$ cat src/rtl/atx_pkg.sv
package atx_pkg;
  // Strobes from control to datapath
  typedef struct packed {
    logic push;   // store write data
    logic split;  // store as two half-word entries
    logic pop;    // consume entries and present them
    logic dual;   // two entries per pop
    logic half;   // 16-bit samples
    logic zero;   // short pop: present zeros
  } atx_strobe_t;

  localparam logic [2:0] MODE_H_DUAL = 3'd0;
  localparam logic [2:0] MODE_H_SINGLE = 3'd1;
  localparam logic [2:0] MODE_W_DUAL = 3'd2;
  localparam logic [2:0] MODE_W_SINGLE = 3'd3;
endpackage

$ cat src/rtl/atx_ctrl.sv
module atx_ctrl
  import atx_pkg::*;
#(
  parameter int DEPTH = 64,
  parameter int TH_W = 6,
  localparam int CNT_W = $clog2(DEPTH + 1)
) (
  input  logic             clk,
  input  logic             rstN,
  input  logic             forceEn,
  input  logic             wrValid,
  input  logic             wrSplit,
  input  logic             popReq,
  input  logic [2:0]       rdMode,
  input  logic             clrSticky,
  input  logic [TH_W-1:0]  txThresh,
  input  logic [CNT_W-1:0] rxLevel,
  input  logic [TH_W-1:0]  rxThresh,
  output atx_strobe_t      strobe,
  output logic [CNT_W-1:0] level,
  output logic             canAccept,
  output logic             needDrain,
  output logic             overflow,
  output logic             underflow
);
  localparam logic [CNT_W-1:0] DEPTH_C = CNT_W'(DEPTH);

  logic [2:0] effMode;
  logic effSplit, isSingle, isHalf, pushOk, popOk;
  logic [CNT_W-1:0] pushAmt, popNeed, freeCnt;

  always_comb begin
    effSplit = forceEn & wrSplit;
    effMode  = forceEn ? rdMode : MODE_W_DUAL;
    isSingle = (effMode == MODE_H_SINGLE) || (effMode == MODE_W_SINGLE);
    isHalf   = (effMode == MODE_H_DUAL) || (effMode == MODE_H_SINGLE);
    pushAmt  = effSplit ? CNT_W'(2) : CNT_W'(1);
    popNeed  = isSingle ? CNT_W'(1) : CNT_W'(2);
    freeCnt  = DEPTH_C - level;
    pushOk   = wrValid && (freeCnt >= pushAmt);
    popOk    = popReq && (level >= popNeed);
    strobe.push  = pushOk;
    strobe.split = effSplit;
    strobe.pop   = popOk;
    strobe.dual  = ~isSingle;
    strobe.half  = isHalf;
    strobe.zero  = popReq & ~popOk;
  end

  assign canAccept = level < CNT_W'(txThresh);
  assign needDrain = rxLevel > CNT_W'(rxThresh);

  always_ff @(posedge clk or negedge rstN) begin
    if (!rstN) begin
      level     <= '0;
      overflow  <= 1'b0;
      underflow <= 1'b0;
    end else begin
      level     <= level + (pushOk ? pushAmt : '0) - (popOk ? popNeed : '0);
      overflow  <= (overflow & ~clrSticky) | (wrValid & ~pushOk);
      underflow <= (underflow & ~clrSticky) | (popReq & ~popOk);
    end
  end
endmodule

$ cat src/rtl/atx_datapath.sv
module atx_datapath
  import atx_pkg::*;
#(
  parameter int DEPTH = 64,
  parameter int DATA_W = 32,
  localparam int ADDR_W = $clog2(DEPTH),
  localparam int HALF_W = DATA_W / 2
) (
  input  logic              clk,
  input  logic              rstN,
  input  atx_strobe_t       strobe,
  input  logic [DATA_W-1:0] wrData,
  output logic [DATA_W-1:0] leftOut,
  output logic [DATA_W-1:0] rightOut,
  output logic              outValid
);
  logic [DATA_W-1:0] mem [DEPTH];
  logic [ADDR_W-1:0] wrPtr, rdPtr, wrPtrNext, rdPtrNext;
  logic [DATA_W-1:0] hiEntry, loEntry, fmtA, fmtB;

  assign wrPtrNext = wrPtr + ADDR_W'(1);
  assign rdPtrNext = rdPtr + ADDR_W'(1);
  assign hiEntry = {wrData[DATA_W-1:HALF_W], {HALF_W{1'b0}}};
  assign loEntry = {wrData[HALF_W-1:0], {HALF_W{1'b0}}};

  function automatic logic [DATA_W-1:0] fmtSample(input logic [DATA_W-1:0] e, input logic half);
    return half ? {e[DATA_W-1:HALF_W], {HALF_W{1'b0}}} : e;
  endfunction

  assign fmtA = fmtSample(mem[rdPtr], strobe.half);
  assign fmtB = strobe.dual ? fmtSample(mem[rdPtrNext], strobe.half) : fmtA;

  always_ff @(posedge clk) begin
    if (strobe.push) begin
      mem[wrPtr] <= strobe.split ? hiEntry : wrData;
      if (strobe.split) mem[wrPtrNext] <= loEntry;
    end
  end

  always_ff @(posedge clk or negedge rstN) begin
    if (!rstN) begin
      wrPtr    <= '0;
      rdPtr    <= '0;
      leftOut  <= '0;
      rightOut <= '0;
      outValid <= 1'b0;
    end else begin
      if (strobe.push) wrPtr <= wrPtr + (strobe.split ? ADDR_W'(2) : ADDR_W'(1));
      outValid <= strobe.pop | strobe.zero;
      if (strobe.zero) begin
        leftOut  <= '0;
        rightOut <= '0;
      end else if (strobe.pop) begin
        leftOut  <= fmtA;
        rightOut <= fmtB;
        rdPtr    <= rdPtr + (strobe.dual ? ADDR_W'(2) : ADDR_W'(1));
      end
    end
  end
endmodule

$ cat src/rtl/atx_top.sv
module atx_top
  import atx_pkg::*;
#(
  parameter int DEPTH = 64,
  parameter int DATA_W = 32,
  parameter int TH_W = 6,
  localparam int CNT_W = $clog2(DEPTH + 1)
) (
  input  logic              clk,
  input  logic              rstN,
  input  logic              forceEn,
  input  logic              wrValid,
  input  logic              wrSplit,
  input  logic [DATA_W-1:0] wrData,
  input  logic              popReq,
  input  logic [2:0]        rdMode,
  output logic [DATA_W-1:0] leftOut,
  output logic [DATA_W-1:0] rightOut,
  output logic              outValid,
  output logic [CNT_W-1:0]  level,
  input  logic [TH_W-1:0]   txThresh,
  output logic              canAccept,
  input  logic [CNT_W-1:0]  rxLevel,
  input  logic [TH_W-1:0]   rxThresh,
  output logic              needDrain,
  input  logic              clrSticky,
  output logic              overflow,
  output logic              underflow
);
  atx_strobe_t strobe;

  atx_ctrl #(.DEPTH(DEPTH), .TH_W(TH_W)) u_ctrl (
    .clk(clk), .rstN(rstN), .forceEn(forceEn), .wrValid(wrValid), .wrSplit(wrSplit),
    .popReq(popReq), .rdMode(rdMode), .clrSticky(clrSticky), .txThresh(txThresh),
    .rxLevel(rxLevel), .rxThresh(rxThresh), .strobe(strobe), .level(level),
    .canAccept(canAccept), .needDrain(needDrain), .overflow(overflow), .underflow(underflow)
  );

  atx_datapath #(.DEPTH(DEPTH), .DATA_W(DATA_W)) u_dp (
    .clk(clk), .rstN(rstN), .strobe(strobe), .wrData(wrData),
    .leftOut(leftOut), .rightOut(rightOut), .outValid(outValid)
  );
endmodule

$ cat config.mk
export PLATFORM = sky130hd
export DESIGN_NAME = atx_top
export DESIGN_NICKNAME = d
export VERILOG_FILES = /design/src/rtl/atx_pkg.sv /design/src/rtl/atx_ctrl.sv /design/src/rtl/atx_datapath.sv /design/src/rtl/atx_top.sv
export SDC_FILE = /design/constraint.sdc
export NUM_CORES = 2
export LEC_CHECK = 0
export BUFFER_PORTS_ARGS = -buffer_cell sky130_fd_sc_hd__clkbuf_2
export CAP_MARGIN = 20
export CORE_MARGIN = 1.5
export CORE_UTILIZATION = 45
export DETAILED_ROUTE_END_ITERATION = 6
export PLACE_DENSITY = 0.57
export SLEW_MARGIN = 20
export SYNTH_ARGS = -nofsm -noshare
export SYNTH_HDL_FRONTEND = slang
export SYNTH_HIERARCHICAL = 1
export SYNTH_SLANG_ARGS = --single-unit
$ cat constraint.sdc
create_clock -name clk -period 5.1 [get_ports clk]
set_clock_uncertainty 0.15 [all_clocks]
set_input_delay 1.02 -clock clk [delete_from_list [all_inputs] [get_ports clk]]
set_output_delay 1.02 -clock clk [all_outputs]
set_load 0.02 [all_outputs]
Word-level counts from Yosys, hierarchy flattened --
Memories as Yosys holds them, arrays and structs flattened. Index checks and enable logic that the tools add are counted.
Storage, ports and cells: bits in registers 86, RAM bits 2048, input port bits 61, output and inout bits 76, memories kept 1
Memories:
- u_dp.mem | words 64, bits a word 32, rd ports 2, clocked after memory_dff 0, write ports 2, line atx_datapath.sv:17 | logic [DATA_W-1:0] mem [DEPTH];
Operators by class: $add $sub $neg 7, order comparisons 4, equal/unequal tests 2, multiplexer cells 20, bitwise gates (word level) 12, reduce and logical (&&, ||, !) cells 7
Operators by type and width (number):
- 2-to-1 mux 32 bit | 5
- 2-to-1 mux 16 bit | 3
- greater-or-equal comparator 7 bit | 2
- 2-to-1 mux 7 bit | 2
- adder 6 x 1 -> 6 bit (second input constant) | 2
- adder 6 bit | 2
- 2-to-1 mux 2 bit | 4
- adder 7 bit | 1
- greater-than comparator 7 x 6 -> 1 bit | 1
- less-than comparator 7 x 6 -> 1 bit | 1
- subtractor 7 bit | 1
- subtractor 7 bit (first input constant) | 1
- AND 1 bit | 5
- 2-to-1 mux 1 bit | 5
- inverter 1 bit | 4
- equality test 3 x 1 -> 1 bit (second input constant) | 1
- equality test 3 x 2 -> 1 bit (second input constant) | 1
- zero test 3 bit | 1
- 2-to-1 mux 3 bit | 1
- OR 1 bit | 3
- logical AND 1 bit | 2
- logical OR 1 bit | 2
- AND reduction 2 bit | 1
- nonzero test 2 bit | 1

Longest topological paths before layout --
word-level depth 10, mapped depth 14, depth with buffers taken out 14

Hierarchy --
Netlist, hierarchy kept.
Modules (own cells, without submodules):
- atx_datapath | instances 1, cells an instance 9956, area each 113955.5 um^2, seq. area each 53176.0 um^2
- atx_ctrl | instances 1, cells an instance 141, area each 1243.7 um^2, seq. area each 225.2 um^2

Worst setup path after synthesis --
No wires, ideal clock.
path kind input to register, from input wrSplit, to memory u_dp.mem[45][16], enable pin, arrival time 3830 ps, required time 4485 ps, setup slack 655 ps, stages on the path 13, path through nand2_1 ha_1 nand2b_1 a221oi_4 nand4_2 and2_1 buf_4 nor2b_1 and3_1 clkbuf_1 nand2_1 clkbuf_1 o21ai_0
RTL lines:
- from (decl) | line atx_top.sv:13 | input logic wrSplit,
- to (decl) | line atx_datapath.sv:17

Worst setup path in the final report --
from register u_dp.rdPtr[3], to register u_dp.rightOut[4]
On the way: cells in the longest elaborated chain, start to end 6
Ends and longest elaborated chain:
- from (decl) | line atx_datapath.sv:18 | logic [ADDR_W-1:0] wrPtr, rdPtr, wrPtrNext, rdPtrNext;
- from (signal assigned) | line atx_datapath.sv:56 | rdPtr <= rdPtr + (strobe.dual ? ADDR_W'(2) : ADDR_W'(1));
- adder 6 x 1 -> 6 bit | line atx_datapath.sv:22 | assign rdPtrNext = rdPtr + ADDR_W'(1);
- memory (64 x 32 bit) (*)
- 2-to-1 mux 16 bit | line atx_datapath.sv:27 | return half ? {e[DATA_W-1:HALF_W], {HALF_W{1'b0}}} : e;
- 2-to-1 mux 32 bit (*) | line atx_datapath.sv:31 | assign fmtB = strobe.dual ? fmtSample(mem[rdPtrNext], strobe.half) : fmtA;
- 2-to-1 mux 32 bit (*) | line atx_datapath.sv:53 | end else if (strobe.pop) begin
- 2-to-1 mux 32 bit (*) | line atx_datapath.sv:50 | if (strobe.zero) begin
- to (signal assigned) | line atx_datapath.sv:55 | rightOut <= fmtB;
- to (decl) | line atx_datapath.sv:14 | output logic [DATA_W-1:0] rightOut,
Every way passes the cells marked *; elsewhere a longest branch is shown, timed or not. The select of a mux whose other input is x is not followed. A chain may end at the register's enable or synchronous reset.

==> flow_summary.json <==
{
  "status": "finished clean",
  "grt-busiest-layer": "met2",
  "synth_cell_type_count": 85,
  "globalRouteMet1Util": 0.4901,
  "buffer_ports.inserted": 136,
  "netlist.top_cell.by_area": "edfxtp_1",
  "synth_seq_area_share": 0.4636,
  "total_power_mw": 76.85,
  "post_synth_instance_area_um2": 115200,
  "core_region_area_um2": 254400,
  "initial_antenna_violation_count": 18,
  "first_global_vias": 89402,
  "endpoint_kind": "flop",
  "ir_drop_uv": 568.2,
  "wl_mm": 494.4,
  "syn_area_per_cell_um2": 11.41,
  "die-height_um": 509.0,
  "placedInstanceArea_um2": 121400,
  "final_min_period_over_clock_period": 0.9552,
  "hold_path.class": "in -> reg",
  "clk_transition_reported_paths_ps": 60,
  "groute.layer.met3.usage": 0.1144,
  "drcViolationCount": 0,
  "sequentialPowerShare": 0.312,
  "floorplan.die.width_um": 509.0,
  "p_per_area_nw_per_um2": 595.0,
  "timing.critical_path.fanout_max": 27,
  "cellInternalPower_mw": 45.01,
  "fillCellCount": 21878,
  "synth-edff-count": 1024,
  "timing.fmax_mhz": 205.3,
  "grt-ovfl-total": 0,
  "synth.ff_latch_count": 2134,
  "drtIter0Drc": 15163,
  "yosysMostFrequentCell": "nand2_1",
  "die_area_um2": 259000,
  "grt_usage": 0.3754,
  "syn-num-nets": 10197,
  "synthFlopType": "edfxtp_1",
  "critical_path.startpoint_type": "flop",
  "multi_input_area_um2": 57890,
  "gp_congestion": 0.9980,
  "largest_net_degree_at_the_start_of_global_routing": 120,
  "ant_nets": 0,
  "hold_viol": 0,
  "synthTopCellsByCount": "nand2_1, a21oi_1, mux4_2",
  "route.detailed.vias_per_inst": 7.023,
  "seq_area_um2": 53420,
  "netSwitchingFraction": 0.4143,
  "synth-async-reset-ratio": 0.04030,
  "yosys_warnings": 6,
  "synth_top_cell_area_share": 0.2669,
  "routed-via-count": 94171,
  "fin_setup_tns_ps": 0,
  "clock_tree.htree_level_count": 4,
  "worstSkewPairLatency_ps": 920,
  "critPathRequiredTime_ps": 5770,
  "detailedPlacementHpwl_mm": 324.4,
  "drive_above_1_share": 0.2410,
  "pwr-share-clk": 0.223,
  "cts_post_setup_buffers_inserted": 0,
  "cts_tree": "done",
  "global_routing_met2_resource_utilization": 0.5333,
  "tritoncts.num_buffers": 233,
  "pwr-share-comb": 0.465,
  "std_cell_rows": 185,
  "slew_violations": 0,
  "max_root_sink_buffers": 3,
  "unrepaired_setup_endpoints_after_global_routing": "no",
  "synth_area_leaders": "edfxtp_1, mux4_2, dfxtp_1",
  "crit_path_kind": "reg -> reg",
  "synthToLayoutAreaGrowth_pct": 12.12,
  "synthesis.instances": 10097,
  "slew_headroom": 0.1444,
  "detail_route.first_pass.iterations": 6,
  "finalInstanceArea_um2": 129200,
  "initial_core_utilization": 0.4528,
  "p_switching_mw": 31.84,
  "maxCapViolations": 0,
  "grt_first_pass_wirelength_mm": 689.0,
  "cp_data_arrival_time_ps": 5540,
  "tightestPinTransition_ps": 1279,
  "finalSetupViolCount": 0,
  "nNetsFinal": 9932,
  "ios": 137,
  "final_min_period_ps": 4871,
  "cts-root-buf": "clkbuf_16",
  "clock_sinks": 2134,
  "leakage_nw": 43.48,
  "post_drt_wl_per_cell_um": 36.87
}
-- cell type report --
| cell class | count | share of cell area |
|---|---|---|
| timing repair buffer | 693 | 0.04529 |
| clock buffer | 331 | 0.05159 |
| clock inverter | 103 | 0.007343 |
| antenna | 12 | 0.0002325 |
| multi-input combinational | 6732 | 0.4482 |
| inverter | 38 | 0.001143 |
| tap | 3366 | 0.03261 |
| sequential | 2134 | 0.4136 |
-- logic make-up after synthesis --
group                      Yosys count  share of synthesized area
and+or+nand+nor                   2694                    0.09136
AOI/OAI and AO/OA                 2587                     0.1543
DFF                               2134                     0.4636
muxes                             1387                     0.2372
buffers and inverters             1231                    0.04708
adders and majority gates           39                   0.004497
xor gates and xnor gates            25                   0.002031
-- power by group through the flow --
stage          clock network (mW)  logic (mW)  registers [mW]
2_1_floorplan                   0        21.6            23.3
3_3_place_gp                    0        34.2            24.0
3_5_place_dp                    0        34.5            24.2
4_1_cts                      17.2        34.6            23.9
5_1_grt                      17.8        36.4            24.3
6_report                     17.1        35.7            24.0
-- sequential cells by signal, indices dropped and copies added, names as in the netlist --
| register | cells |
|---|---|
| u_dp/leftOut | 32 |
| u_ctrl/level | 7 |
| u_ctrl/overflow | 1 |
| u_dp/wrPtr | 6 |
| u_dp/rightOut | 32 |
| u_dp/outValid | 1 |
| u_dp/rdPtr | 6 |
| u_ctrl/underflow | 1 |
| u_dp/mem | 2048 |
-- placed cells by master (no fill, tap or decap), types with 83 or more instances in the layout --
master     count
nand2_1     2300
a21oi_1     1110
mux4_2      1062
a22o_1      1038
dfxtp_1     1024
edfxtp_1    1024
buf_4        482
mux2i_1      282
clkbuf_16    237
nor2_4       126
clkbuf_2     105
o21ai_0       83
-- worst max-delay path, cell delays in order (launching register included) --
cell      delay (ps)
dfrtp_4          980
nand3_2          700
o21ai_0          600
nand2_1          150
buf_4            230
nor2_1           970
a32o_1           430
o21ai_0          320
o211ai_1         190
-- path summary, 6_finish.rpt --
path / slack [ps] / to / start / cells past startpoint
worst max register to register: 230 / u_dp/rightOut[4] / u_dp/rdPtr[3] / 8
min in group asynchronous: 510 / u_ctrl/overflow / rstN / 2
max in group asynchronous: 3130 / u_dp/leftOut[19] / rstN / 3
worst min register to register: 320 / u_dp/mem[8][5] / u_dp/mem[8][5] / 2
worst max-delay path: 230 / u_dp/rightOut[4] / u_dp/rdPtr[3] / 8
worst min-delay path: 170 / u_ctrl/overflow / clrSticky / 2
-- through the flow --
step           hold WS [ps]  cells    util  worst slack [ps]
3_5_place_dp          306.7  12957  0.4771             276.8
3_3_place_gp          298.0  12946  0.4762             257.9
2_1_floorplan         292.7  10097       -             655.3
5_1_grt               157.4  13401  0.5077             269.1
4_1_cts               131.8  13392  0.5071             643.7
6_report              172.2  13409  0.5077             228.6
-- repair_timing --
item / CTS / global route
resized for setup: 0 / 0
hold buffers: 1 / 0
endpoints found under the hold margin: 44 / 0
-- metal layers --
| metal | wire [um] | part of all wire |
|---|---|---|
| met1 | 177000 | 0.36 |
| met2 | 206300 | 0.42 |
| met3 | 69720 | 0.14 |
| met4 | 41380 | 0.084 |
| met5 | 60 | 0.00012 |
(Power assumes the default switching activity.)
